<file path="src/rtl/cart_bank_pkg.sv">
// Shared widths and types for the cartridge bank mapper.
// Assumes 8K program pages and 1K character pages.
package cart_bank_pkg;
    localparam int PRG_BANK_W = 8;
    localparam int PRG_PAGE_W = 13;
    localparam int CHR_BANK_W = 9;
    localparam int CHR_LO_W   = 4;
    localparam int CHR_PAGE_W = 10;
    localparam int CHR_SLOTS  = 8;
    localparam int CPU_AW     = 16;
    localparam int PPU_AW     = 13;

    typedef enum logic [1:0] {
        MIR_VERT   = 2'd0,
        MIR_HORZ   = 2'd1,
        MIR_PAGE0  = 2'd2,
        MIR_PAGE1  = 2'd3
    } mirror_e;

    typedef enum logic [2:0] {
        WR_NONE,
        WR_PRG_SW,
        WR_PRG_MID,
        WR_MIRROR,
        WR_SWAP,
        WR_CHR
    } wr_kind_e;
endpackage

</file>
<file path="src/rtl/cart_wr_decode.sv">
// Write decoder: classifies a CPU write by its address ANDed with 0xF00F.
// Assumes the strobe is already qualified by the caller's clock; purely combinational.
module cart_wr_decode
    import cart_bank_pkg::*;
#(
    parameter int SLOTS = CHR_SLOTS,
    localparam int IDX_W = $clog2(SLOTS)
) (
    input  logic [CPU_AW-1:0] cpu_addr,
    input  logic              cpu_wr,
    output wr_kind_e          kind,
    output logic [IDX_W-1:0]  chr_idx,
    output logic              chr_hi
);
    logic [CPU_AW-1:0] masked;
    logic [3:0]        nib_off;

    assign masked  = cpu_addr & 16'hF00F;
    assign nib_off = masked[15:12] - 4'hB;
    assign chr_idx = {nib_off[IDX_W-2:0], masked[1]};
    assign chr_hi  = masked[0];

    // Pick the register addressed by this write, if any.
    always_comb begin
        kind = WR_NONE;
        if (cpu_wr) begin
            unique case (masked)
                16'h8000: kind = WR_PRG_SW;
                16'h9000: kind = WR_MIRROR;
                16'h9002: kind = WR_SWAP;
                16'hA000: kind = WR_PRG_MID;
                default: begin
                    if (masked[15:12] >= 4'hB && masked[15:12] <= 4'hE && masked[3:2] == 2'b00)
                        kind = WR_CHR;
                end
            endcase
        end
    end
endmodule

</file>
<file path="src/rtl/cart_bank_regs.sv">
// Bank register file: holds both program banks, the swap bit, the mirroring
// mode and the character pages. Assumes decoded write kinds from cart_wr_decode.
module cart_bank_regs
    import cart_bank_pkg::*;
#(
    parameter int SLOTS = CHR_SLOTS,
    parameter int PBW   = PRG_BANK_W,
    parameter int CBW   = CHR_BANK_W,
    parameter int LOW   = CHR_LO_W,
    localparam int IDX_W = $clog2(SLOTS),
    localparam int HIW   = CBW - LOW
) (
    input  logic                      clk,
    input  logic                      rst_n,
    input  wr_kind_e                  kind,
    input  logic [IDX_W-1:0]          chr_idx,
    input  logic                      chr_hi,
    input  logic [7:0]                data,
    output logic [PBW-1:0]            prg_sw_q,
    output logic [PBW-1:0]            prg_mid_q,
    output logic                      swap_q,
    output mirror_e                   mirror_q,
    output logic [SLOTS-1:0][CBW-1:0] chr_q
);
    logic [SLOTS*HIW-1:0] hi_all;
    logic [SLOTS*LOW-1:0] lo_all;

    // Program banks, swap bit and mirroring mode.
    always_ff @(posedge clk) begin
        if (!rst_n) begin
            prg_sw_q  <= '0;
            prg_mid_q <= '0;
            swap_q    <= 1'b0;
            mirror_q  <= MIR_VERT;
        end else begin
            case (kind)
                WR_PRG_SW:  prg_sw_q  <= data[PBW-1:0];
                WR_PRG_MID: prg_mid_q <= data[PBW-1:0];
                WR_SWAP:    swap_q    <= data[1];
                WR_MIRROR:  mirror_q  <= mirror_e'(data[1:0]);
                default: ;
            endcase
        end
    end

    for (genvar s = 0; s < SLOTS; s++) begin : g_chr
        // One character page, loaded a half at a time.
        always_ff @(posedge clk) begin
            if (!rst_n) begin
                chr_q[s] <= '0;
            end else if (kind == WR_CHR && chr_idx == IDX_W'(s)) begin
                if (chr_hi) chr_q[s][CBW-1:LOW] <= data[HIW-1:0];
                else        chr_q[s][LOW-1:0]   <= data[LOW-1:0];
            end
        end
        assign hi_all[s*HIW +: HIW] = chr_q[s][CBW-1:LOW];
        assign lo_all[s*LOW +: LOW] = chr_q[s][LOW-1:0];
    end

    assert_idle_hold_R10: assert property (@(posedge clk) disable iff (!rst_n)
        kind == WR_NONE |=> $stable({prg_sw_q, prg_mid_q, swap_q, mirror_q, hi_all, lo_all}));

    assert_lo_keeps_hi_R8: assert property (@(posedge clk) disable iff (!rst_n)
        (kind == WR_CHR && !chr_hi) |=> $stable(hi_all));

    assert_hi_keeps_lo_R8: assert property (@(posedge clk) disable iff (!rst_n)
        (kind == WR_CHR && chr_hi) |=> $stable(lo_all));
endmodule

</file>
<file path="src/rtl/cart_prg_xlate.sv">
// Program translation: maps CPU A[14:13] to a bank and appends A[12:0].
// Assumes the last two banks are the top two values of the bank width.
module cart_prg_xlate
    import cart_bank_pkg::*;
#(
    parameter int PBW = PRG_BANK_W,
    parameter int PGW = PRG_PAGE_W,
    localparam logic [PBW-1:0] LAST_BANK = '1,
    localparam logic [PBW-1:0] PREV_BANK = LAST_BANK - 1'b1
) (
    input  logic [PGW+1:0]   cpu_addr,
    input  logic [PBW-1:0]   prg_sw,
    input  logic [PBW-1:0]   prg_mid,
    input  logic             swap,
    output logic [PBW+PGW-1:0] prg_addr
);
    logic [PBW-1:0] bank;

    // Select the bank for the 8K slot being read.
    always_comb begin
        unique case (cpu_addr[PGW+1:PGW])
            2'd0:    bank = swap ? PREV_BANK : prg_sw;
            2'd1:    bank = prg_mid;
            2'd2:    bank = swap ? prg_sw : PREV_BANK;
            default: bank = LAST_BANK;
        endcase
    end

    assign prg_addr = {bank, cpu_addr[PGW-1:0]};
endmodule

</file>
<file path="src/rtl/cart_chr_xlate.sv">
// Character translation and nametable select.
// Assumes 1K pages, in order across the PPU pattern space.
module cart_chr_xlate
    import cart_bank_pkg::*;
#(
    parameter int SLOTS = CHR_SLOTS,
    parameter int CBW   = CHR_BANK_W,
    parameter int PGW   = CHR_PAGE_W,
    localparam int IDX_W = $clog2(SLOTS)
) (
    input  logic [PGW+IDX_W-1:0]      ppu_addr,
    input  logic [SLOTS-1:0][CBW-1:0] chr_banks,
    input  mirror_e                   mirror,
    output logic [CBW+PGW-1:0]        chr_addr,
    output logic                      ciram_a10
);
    logic [IDX_W-1:0] slot;

    assign slot     = ppu_addr[PGW+IDX_W-1:PGW];
    assign chr_addr = {chr_banks[slot], ppu_addr[PGW-1:0]};

    // Choose the nametable page line from the mirroring mode.
    always_comb begin
        unique case (mirror)
            MIR_VERT:  ciram_a10 = ppu_addr[10];
            MIR_HORZ:  ciram_a10 = ppu_addr[11];
            MIR_PAGE0: ciram_a10 = 1'b0;
            default:   ciram_a10 = 1'b1;
        endcase
    end
endmodule

</file>
<file path="src/rtl/cart_bank_mapper.sv">
// Top of the cartridge bank mapper: write decode, register file and
// both address translators. Assumes a single-cycle write strobe per access.
module cart_bank_mapper
    import cart_bank_pkg::*;
#(
    parameter int PBW = PRG_BANK_W,
    parameter int CBW = CHR_BANK_W,
    localparam int PRG_AW = PBW + PRG_PAGE_W,
    localparam int CHR_AW = CBW + CHR_PAGE_W,
    localparam int IDX_W  = $clog2(CHR_SLOTS)
) (
    input  logic              clk,
    input  logic              rst_n,
    input  logic [CPU_AW-1:0] cpu_addr,
    input  logic [7:0]        cpu_data,
    input  logic              cpu_wr,
    input  logic [PPU_AW-1:0] ppu_addr,
    output logic [PRG_AW-1:0] prg_addr,
    output logic [CHR_AW-1:0] chr_addr,
    output logic              ciram_a10
);
    wr_kind_e                     kind;
    logic [IDX_W-1:0]             chr_idx;
    logic                         chr_hi;
    logic [PBW-1:0]               prg_sw_q;
    logic [PBW-1:0]               prg_mid_q;
    logic                         swap_q;
    mirror_e                      mirror_q;
    logic [CHR_SLOTS-1:0][CBW-1:0] chr_q;

    cart_wr_decode #(.SLOTS(CHR_SLOTS)) u_dec (
        .cpu_addr (cpu_addr),
        .cpu_wr   (cpu_wr),
        .kind     (kind),
        .chr_idx  (chr_idx),
        .chr_hi   (chr_hi)
    );

    cart_bank_regs #(.SLOTS(CHR_SLOTS), .PBW(PBW), .CBW(CBW), .LOW(CHR_LO_W)) u_regs (
        .clk       (clk),
        .rst_n     (rst_n),
        .kind      (kind),
        .chr_idx   (chr_idx),
        .chr_hi    (chr_hi),
        .data      (cpu_data),
        .prg_sw_q  (prg_sw_q),
        .prg_mid_q (prg_mid_q),
        .swap_q    (swap_q),
        .mirror_q  (mirror_q),
        .chr_q     (chr_q)
    );

    cart_prg_xlate #(.PBW(PBW), .PGW(PRG_PAGE_W)) u_prg (
        .cpu_addr (cpu_addr[PRG_PAGE_W+1:0]),
        .prg_sw   (prg_sw_q),
        .prg_mid  (prg_mid_q),
        .swap     (swap_q),
        .prg_addr (prg_addr)
    );

    cart_chr_xlate #(.SLOTS(CHR_SLOTS), .CBW(CBW), .PGW(CHR_PAGE_W)) u_chr (
        .ppu_addr  (ppu_addr),
        .chr_banks (chr_q),
        .mirror    (mirror_q),
        .chr_addr  (chr_addr),
        .ciram_a10 (ciram_a10)
    );

    assert_fixed_top_R5: assert property (@(posedge clk) disable iff (!rst_n)
        cpu_addr[14:13] == 2'b11 |-> prg_addr[PRG_AW-1:PRG_PAGE_W] == {PBW{1'b1}});

    assert_swap_moves_prev_R4: assert property (@(posedge clk) disable iff (!rst_n)
        (cpu_wr && (cpu_addr & 16'hF00F) == 16'h9002 && cpu_data[1])
        |=> (cpu_addr[14:13] != 2'b00 || prg_addr[PRG_AW-1:PRG_PAGE_W] == {{(PBW-1){1'b1}}, 1'b0}));

    assert_one_screen_R6: assert property (@(posedge clk) disable iff (!rst_n)
        (cpu_wr && (cpu_addr & 16'hF00F) == 16'h9000 && cpu_data[1])
        |=> ciram_a10 == $past(cpu_data[0]));
endmodule

</file>
<file path="config.mk">
export PLATFORM = sky130hd
export DESIGN_NAME = cart_bank_mapper
export DESIGN_NICKNAME = d
export VERILOG_FILES = /design/src/rtl/cart_bank_pkg.sv /design/src/rtl/cart_wr_decode.sv /design/src/rtl/cart_bank_regs.sv /design/src/rtl/cart_prg_xlate.sv /design/src/rtl/cart_chr_xlate.sv /design/src/rtl/cart_bank_mapper.sv
export SDC_FILE = /design/constraint.sdc
export NUM_CORES = 1
export LEC_CHECK = 0
export ABC_AREA = 0
export BUFFER_PORTS_ARGS = -buffer_cell sky130_fd_sc_hd__buf_2
export CORE_UTILIZATION = 55
export DETAILED_ROUTE_END_ITERATION = 12
export GPL_TIMING_DRIVEN = 0
export PLACE_DENSITY = 0.79
export SLEW_MARGIN = 20
export SYNTH_ARGS = -nofsm -noshare
export SYNTH_HDL_FRONTEND = slang
export SYNTH_SLANG_ARGS = --single-unit
</file>
<file path="constraint.sdc">
create_clock -name clk -period 7 [get_ports clk]
set_clock_uncertainty 0.2 [all_clocks]
set_input_delay 1.4 -clock clk [delete_from_list [all_inputs] [get_ports clk]]
set_output_delay 1.4 -clock clk [all_outputs]
set_load 0.005 [all_outputs]
</file>
# Word-level counts from Yosys, hierarchy flattened

Cells that the tools add are included.

Flip-flop bits (word level): 91
Input port bits: 40
Output and inout port bits: 41
Word-level logic and storage cells: 84

$add $sub $neg: 1
Magnitude comparators: 3
Equality and inequality tests: 20
Muxes and demuxes: 9
Bitwise logic cells: 1
Reductions and logical operators: 30

Operator list:

| operator              | number |
|---|---|
| $eq A8 B8 Y1 const B  | 4 |
| $reduce_and A2 Y1     | 16 |
| $bmux W9 S3           | 1 |
| $pmux W8 S3           | 1 |
| $eq A3 B3 Y1 const B  | 6 |
| $mux W8               | 2 |
| $eq A3 B2 Y1 const B  | 4 |
| $pmux W3 S4           | 1 |
| $logic_and A1 B1 Y1   | 10 |
| $mux W9               | 1 |
| $eq A3 B1 Y1 const B  | 2 |
| $logic_not A2 Y1      | 3 |
| $mux W3               | 2 |
| $eq A2 B1 Y1 const B  | 2 |
| $eq A2 B2 Y1 const B  | 2 |
| $ge A4 B4 Y1 const B  | 1 |
| $le A4 B4 Y1 const B  | 1 |
| $lt A3 B4 Y1 const B  | 1 |
| $logic_not A3 Y1      | 1 |
| $pmux W1 S3           | 1 |
| $sub A2 B2 Y2 const B | 1 |
| $not A1 Y1            | 1 |

# Logic depth before layout (Yosys ltp)

Gate-level depths: netlist (run 1).

Depth in word-level cells: 9
Mapped depth: 7
Depth with buffers taken out: 6

# Hierarchy

A second synthesis (run 1) with hierarchy kept.

Cells, all modules: 451
Area, all modules: 4739.5 um2

By module, submodules not included:

| module         | instances | cells an instance | area each (um2) | seq. area each (um2) |
|---|---|---|---|---|
| cart_bank_regs | 1         | 332               | 3463.3          | 1821.7 |
| cart_chr_xlate | 1         | 45                | 711.9           | 0.0 |
| cart_prg_xlate | 1         | 49                | 374.1           | 0.0 |
| cart_wr_decode | 1         | 25                | 190.2           | 0.0 |

# Worst setup path before layout (run 1)

OpenSTA, ideal clock, no wires.

Kind: input to output
From: input ppu_addr[10]
To: output chr_addr[13]
Arrival: 2.704 ns
Required time: 5.400 ns
Setup slack: 2.696 ns
Stages on the path: 4
Path buffers: 2
Path through: buf_2 > buf_2 > mux4_2 > mux2_2

Longest elaborated chain between the ends: 2

RTL lines:

| element                       | line                   | text |
|---|---|---|
| start, declared               | cart_bank_mapper.sv:17 | `input logic [PPU_AW-1:0] ppu_addr,` |
| $bmux W9 S3                   | cart_chr_xlate.sv:20   | `assign chr_addr = {chr_banks[slot], ppu_addr[PGW-1:0]};` |
| $mux W9 (implied by the code) | cart_chr_xlate.sv:20   |  |
| end, declared                 | cart_bank_mapper.sv:19 | `output logic [CHR_AW-1:0] chr_addr,` |

No other way between the ends. The select of a mux whose other input is x is not followed.

# Final worst setup path (run 1)

From: input ppu_addr[11]
To: output chr_addr[13]

The elaborated chain is that of the path after synthesis.

==> results of run 1 <==
cell type report:
| class | count | area (sq um) | share of cell area [%] |
|---|---|---|---|
| plain buffers | 48 | 347.8 | 6.759 |
| clock buffers | 11 | 151.4 | 2.942 |
| clock inverters | 5 | 45.04 | 0.8753 |
| inverters | 3 | 11.26 | 0.2188 |
| multi-input cells | 284 | 2361 | 45.88 |
| flip-flops and latches | 91 | 1822 | 35.40 |
| well taps | 102 | 127.6 | 2.480 |
| repair buffers | 56 | 280.3 | 5.446 |
critical path: cells and delay by family:
family / cells / cell delay (ns)
buf+inv: 3 / 1.06
mux: 2 / 0.70
metrics by stage:
stage,setup slack (ns),total power [uW],utilization (%),hold WS (ns)
2_1_floorplan,2.696,595.5,-,0.2315
3_3_place_gp,2.273,627.4,63.07,0.2403
3_5_place_dp,2.249,629.6,63.07,0.2498
4_1_cts,2.248,972.2,65.58,0.2621
5_1_grt,2.191,1002,65.58,0.2772
6_report,2.232,968.2,65.58,0.2624
cells in the mapped netlist (2+ instances only):
cell	number	area, sq um
clkbuf_1	9	33.78
nand3_1	4	20.02
buf_4	23	172.7
mux4_2	18	405.4
buf_6	4	45.04
o22a_1	7	61.31
nor4b_1	2	17.52
nand2_2	6	37.54
o21ai_0	4	20.02
dfxtp_1	91	1822
mux2_2	9	101.4
buf_2	5	25.02
nor4b_4	3	71.32
nand2_1	102	382.9
a21oi_1	2	10.01
inv_1	3	11.26
clkbuf_8	3	41.29
ha_1	4	50.05
dlygate4sd1_1	3	26.28
mux2i_1	91	910.9
nor3_4	4	65.06
nand2b_1	4	25.02
nor3_1	5	25.02
nor2_1	5	18.77
flip-flops by register name, indices dropped and copies added (netlist names):
signal / cells
u_regs.chr_q: 72
u_regs.mirror_q: 2
u_regs.prg_mid_q: 8
u_regs.prg_sw_q: 8
u_regs.swap_q: 1
cell families (layout without fill, tap and decap cells):
| family | count (synthesis) | after routing | synth area share (%) |
|---|---|---|---|
| simple gates | 144 | 144 | 16.58 |
| mux | 118 | 118 | 31.21 |
| flops | 91 | 91 | 40.11 |
| buf+inv | 51 | 123 | 7.906 |
| compound gates | 17 | 17 | 2.893 |
| fa+ha+maj | 4 | 4 | 1.102 |
| xor+xnor | 1 | 1 | 0.1929 |
worst paths after layout:
check | startpoint | end | slack (ns)
setup / recovery | ppu_addr[11] | chr_addr[13] | 2.23
hold reg to reg | u_regs.chr_q[21]$_SDFFE_PN0P_ | u_regs.chr_q[21]$_SDFFE_PN0P_ | 0.26
setup reg to reg | u_regs.swap_q$_SDFFE_PN0N_ | u_regs.swap_q$_SDFFE_PN0N_ | 6.14
hold / removal | u_regs.chr_q[21]$_SDFFE_PN0P_ | u_regs.chr_q[21]$_SDFFE_PN0P_ | 0.26
report_power, final:
part           switching (uW)  total (uW)  leakage (uW)  internal, uW
Sequential              0.367         518      0.000733           518
Combinational            58.0        99.6       0.00137          41.6
Clock                     197         350     0.0000981           154
Total                     255         968       0.00220           713
per-layer routing:
layer | global-route usage (%) | vias to the layer above | routed length [um]
li1 | - | 1598 | -
met1 | 32.67 | 1696 | 4498
met2 | 46.38 | 133 | 5460
met3 | 5.993 | 12 | 614
met4 | 8.590 | 0 | 142
met5 | 0 | - | 0
==> impl_metrics.tcl, run 1 <==
set metrics [dict create \
    cp.arrival_ns 3.17 \
    core_area_sq_um 7848 \
    row_count 32 \
    synthFlopType "dfxtp_1" \
    synth.avg_cell_area_sq_um 10.66 \
    die_h_um 92.88 \
    portBuffers 56 \
    clkTransAtPathRegs_ns 0.09 \
    n_fill_cell 630 \
    synth_area_sq_um 4542 \
    max_freq_mhz 209.7 \
    mostFrequentLayoutCell "nand2_1" \
    cts.path.max_buffers 2 \
    cts_buffers 9 \
    tightestPinTransition_ns 0.7693 \
    min_path_cells 2 \
    hold_viol 0 \
    critical_path_required_ns 5.40 \
    wl_per_cell_um 17.86 \
    clockRootBuffer "clkbuf_8" \
    finalSetupViolCount 0 \
    totalWireLength_um 10720 \
    stdcell_area_sq_um 5146 \
    first_iter_violations 180 \
    p_leak_uw 0.002199 \
    io_pins 81 \
    run_status "completed" \
    antenna_found_initial 0 \
    placed_area_sq_um 4950 \
    timing.setup.tns_ns 0 \
    end_kind "output pin" \
    cp-start-kind "input pin" \
    synth_edf_count 0 \
    yosysWarnings 0 \
    power_density_nw_per_um2 188.1 \
    clock_sinks 91 \
    diodes 0 \
    postCtsSetupBuffers 0 \
    vias 3439 \
    cts_tree "built" \
    rsz0062_at_grt "no" \
    fin_nets 537 \
    place.gp.congestion 0.8912 \
    synth_seq_cells 91 \
    post-route-period-util_pct 68.11 \
    syn_nets 470 \
    dp_hpwl_um 7905 \
    fin_crit_ns 4.768 \
    grt_usage_pct 26.72 \
    die-area_sq_um 8626 \
    postRouteAntennaNets 0 \
    drc 0 \
    slowest_stage "clkbuf_1" \
    via_per_inst 5.732 \
    drive_gt1_share_pct 30.32 \
    max-slew-margin-rel_pct 48.71 \
    grt_overflow 0 \
    ys_seq_area_share_pct 40.11 \
    r2r_cells 2 \
    fin_cells 600 \
    final_cell_mix "nand2_1, mux2i_1, dfxtp_1, buf_2, buf_4" \
    insertion_delay_ns 0.36 \
    dp_cells 584 \
    initial_core_util_pct 57.88 \
    synthToLayoutAreaGrowth_pct 13.31 \
    yosys.cell_types.count 39 \
    ir_drop_uv 100.2 \
    path_max_fanout 10 \
    grt_pass1_wl_um 17520 \
    cts.hold.buffers_added 0 \
    hold_path.class "reg -> reg" \
    crit_path_frequent_cell "buf_2" \
    slowest_delay_ns 0.63 \
    crit_path_cell_trace "buf_2 -> clkbuf_1 -> mux4_2 -> mux2_2 -> buf_2" \
    cts_resized 0 \
    async_flop_share_pct 0 \
    drt_pass1_iterations 4 \
    htree_levels 3 \
    grt_pass1_vias 3507 \
    path_class "in -> out" \
    die_w_um 92.88 \
    maxCapViolCount 0 \
    grt_max_degree 17 \
    drv_slew 0 \
    netlist_instances 426 \
]
No activity file was read; power rests on OpenSTA's default activity.
==> inputs of run 2 (changes only) <==
- ABC_AREA: 0 -> 1
- PLACE_DENSITY: 0.79 -> 0.78
- clock period: 7 -> 4.6 ns (I/O delays scaled with it)
==> run 2 against run 1 <==
Against the previous run: total power rose by 64%; first-iteration DRC count rose by 88%; non-clock buffer count up 8; critical endpoint is now chr_addr[15]; largest cell class unchanged.
==> impl_metrics.tcl, run 2 <==
set metrics [dict create \
    cts_resized 0 \
    diodes 0 \
    synth_seq_cells 91 \
    synth_area_sq_um 5181 \
    fin_crit_ns 3.843 \
    run_status "completed" \
    mostFrequentLayoutCell "nand2_1" \
    wl_per_cell_um 13.92 \
    die_w_um 99.06 \
    drive_gt1_share_pct 15.60 \
    cp-endpoint "chr_addr[15]" \
    antenna_found_initial 0 \
    synth_edf_count 0 \
    regMostFlops "u_regs.chr_q" \
    max-slew-margin-rel_pct 50.42 \
    crit_path_cell_trace "buf_2 -> clkbuf_1 -> clkbuf_1 -> o21ai_0 -> a221oi_1 -> a31oi_1 -> buf_2" \
    drv_slew 0 \
    vias 5161 \
    path_class "in -> out" \
    reg2reg_to "u_regs.swap_q$_SDFFE_PN0N_" \
    row_count 35 \
    postRouteAntennaNets 0 \
    insertion_delay_ns 0.35 \
    rsz0062_at_grt "no" \
    pwr-share-seq_pct 49.7 \
    synth_area_leaders "dfxtp_1, nand2_1, nor2_1" \
    drt_pass1_iterations 5 \
    critical_path_required_ns 3.48 \
    drc 0 \
    synth_largest_area_cell "dfxtp_1" \
    die-area_sq_um 9813 \
    cts.path.max_buffers 2 \
    path_max_fanout 10 \
    slowest_delay_ns 0.50 \
    n_fill_cell 845 \
    reg.largest.list "u_regs.chr_q: 72 flops, u_regs.prg_mid_q: 8 flops, u_regs.prg_sw_q: 8 flops" \
    syn_nets 833 \
    slowest_stage "a221oi_1" \
    htree_levels 3 \
    clockPowerShare_pct 38.7 \
    p_sw_uw 413.2 \
    dp_hpwl_um 9678 \
    netlist_instances 789 \
    grt_max_degree 16 \
    p_leak_uw 0.002940 \
    end_kind "output pin" \
    via_per_inst 5.321 \
    synthToLayoutAreaGrowth_pct 12.27 \
    synth.avg_cell_area_sq_um 6.567 \
    grt_overflow 0 \
    r2r_cells 2 \
    cp.arrival_ns 2.72 \
    power_frac_comb_pct 11.7 \
    tightestPinTransition_ns 0.7436 \
    clkTransAtPathRegs_ns 0.09 \
    maxCapViolCount 0 \
    power_density_nw_per_um2 273.4 \
    core_area_sq_um 9196 \
    initial_core_util_pct 56.34 \
    cts_tree "built" \
    clockRootBuffer "clkbuf_8" \
    cts.hold.buffers_added 0 \
    yosysMostFrequentCell "nand2_1" \
    yosysWarnings 0 \
    place.gp.congestion 0.9341 \
    startpoint "ppu_addr[10]" \
    synthFlopType "dfxtp_1" \
    ys_seq_area_share_pct 35.16 \
    grt_pass1_wl_um 22060 \
    synth_common_cells "nand2_1, nor2_1, inv_1, dfxtp_1, o21ai_0" \
    yosysTopAreaCellShare_pct 35.16 \
    cp-start-kind "input pin" \
    clock_sinks 91 \
    max_freq_mhz 260.2 \
    postCtsSetupBuffers 0 \
    finalSetupViolCount 0 \
    post-route-period-util_pct 83.55 \
    portBuffers 54 \
    r2r_slack_ns 3.52 \
    cts_buffers 9 \
    swShare_pct 25.99 \
    yosys.cell_types.count 35 \
    grt_pass1_vias 4564 \
    timing.setup.tns_ns 0 \
    async_flop_share_pct 0 \
    p_int_uw 1177 \
    final_cell_mix "nand2_1, nor2_1, inv_1, dfxtp_1, buf_2" \
    ir_drop_uv 172.1 \
    stdcell_area_sq_um 5817 \
    io_pins 81 \
    largest_reg_flops 72 \
    totalWireLength_um 13510 \
    fin_hold_ws_ns 0.3148 \
    reg2reg_from "u_regs.swap_q$_SDFFE_PN0N_" \
    hold_viol 0 \
    fin_nets 898 \
    grt_usage_pct 28.36 \
    first_iter_violations 338 \
    hold_path.class "reg -> reg" \
    placed_area_sq_um 5590 \
    die_h_um 99.06 \
]
[run 2: cell count changes after synthesis, sizes merged, moves of 6 or more]
cell,previous run,this run
nand4,1,23
o22a,7,0
a21oi,2,37
nand2,108,203
o21ai,4,55
clkbuf,12,19
mux2,9,0
nor2,5,185
inv,3,98
a31oi,0,10
a221oi,0,9
buf,33,39
mux2i,91,0
mux4,18,0
[run 2: per-stage QoR]
step,setup WS (ns),instances,total power [uW],utilization [%]
final,0.7569,970,1590,63.25
after global routing,0.6963,970,1646,63.25
after CTS,0.8598,970,1593,63.25
after detailed placement,0.8594,954,991.4,60.79
after global placement,0.9139,954,989.0,60.79
after floorplan,1.579,789,924.8,-
[run 2: worst min-delay path by stage]
stage,from,endpoint,depth (start not counted)
after floorplan,u_regs.prg_mid_q[0]$_SDFFE_PN0N_,u_regs.prg_mid_q[0]$_SDFFE_PN0N_,2
after global placement,u_regs.prg_mid_q[7]$_SDFFE_PN0N_,u_regs.prg_mid_q[7]$_SDFFE_PN0N_,2
after detailed placement,u_regs.prg_mid_q[4]$_SDFFE_PN0N_,u_regs.prg_mid_q[4]$_SDFFE_PN0N_,2
after CTS,u_regs.prg_mid_q[4]$_SDFFE_PN0N_,u_regs.prg_mid_q[4]$_SDFFE_PN0N_,2
after global routing,u_regs.prg_mid_q[6]$_SDFFE_PN0N_,u_regs.prg_mid_q[6]$_SDFFE_PN0N_,2
final,u_regs.prg_mid_q[0]$_SDFFE_PN0N_,u_regs.prg_mid_q[0]$_SDFFE_PN0N_,2
[run 2: power groups by stage]
stage,Clock (uW),Combinational [uW],Sequential [uW]
CTS,619,184,790
global placement,0,181,808
finish,615,186,790
detailed placement,0,183,808
global route,654,202,790
floorplan,0,117,808
[run 2: logic make-up after synthesis]
| group | after synthesis | synth area share, % |
|---|---|---|
| AO/OA/AOI/OAI | 112 | 12.20 |
| adder cells (fa/ha/maj) | 4 | 0.9660 |
| buffers and inverters | 158 | 15.21 |
| flip-flops | 91 | 35.16 |
| AND/OR/NAND/NOR | 424 | 36.46 |
[run 2: final cells by class]
type	instances	area, sq um	share of cell area (%)
multi-input combinational	540	2571	44.20
sequential	91	1822	31.32
buffer	58	402.9	6.926
inverter	100	385.4	6.625
timing repair buffer	54	270.3	4.646
tap	111	138.9	2.388
clock buffer	10	137.6	2.366
clock inverter	6	88.84	1.527
[run 2: routing by layer]
layer | up-vias | GRT usage, % | wire [um]
met5 | - | 0 | 0
met2 | 204 | 47.88 | 6493
li1 | 2555 | - | -
met3 | 29 | 3.546 | 1041
met1 | 2373 | 37.45 | 5635
met4 | 0 | 9.955 | 335
[run 2: critical path, delay by kind of cell]
kind                   cells  cell delay, ns
AO/OA/AOI/OAI              3            0.76
buffers and inverters      4            1.02
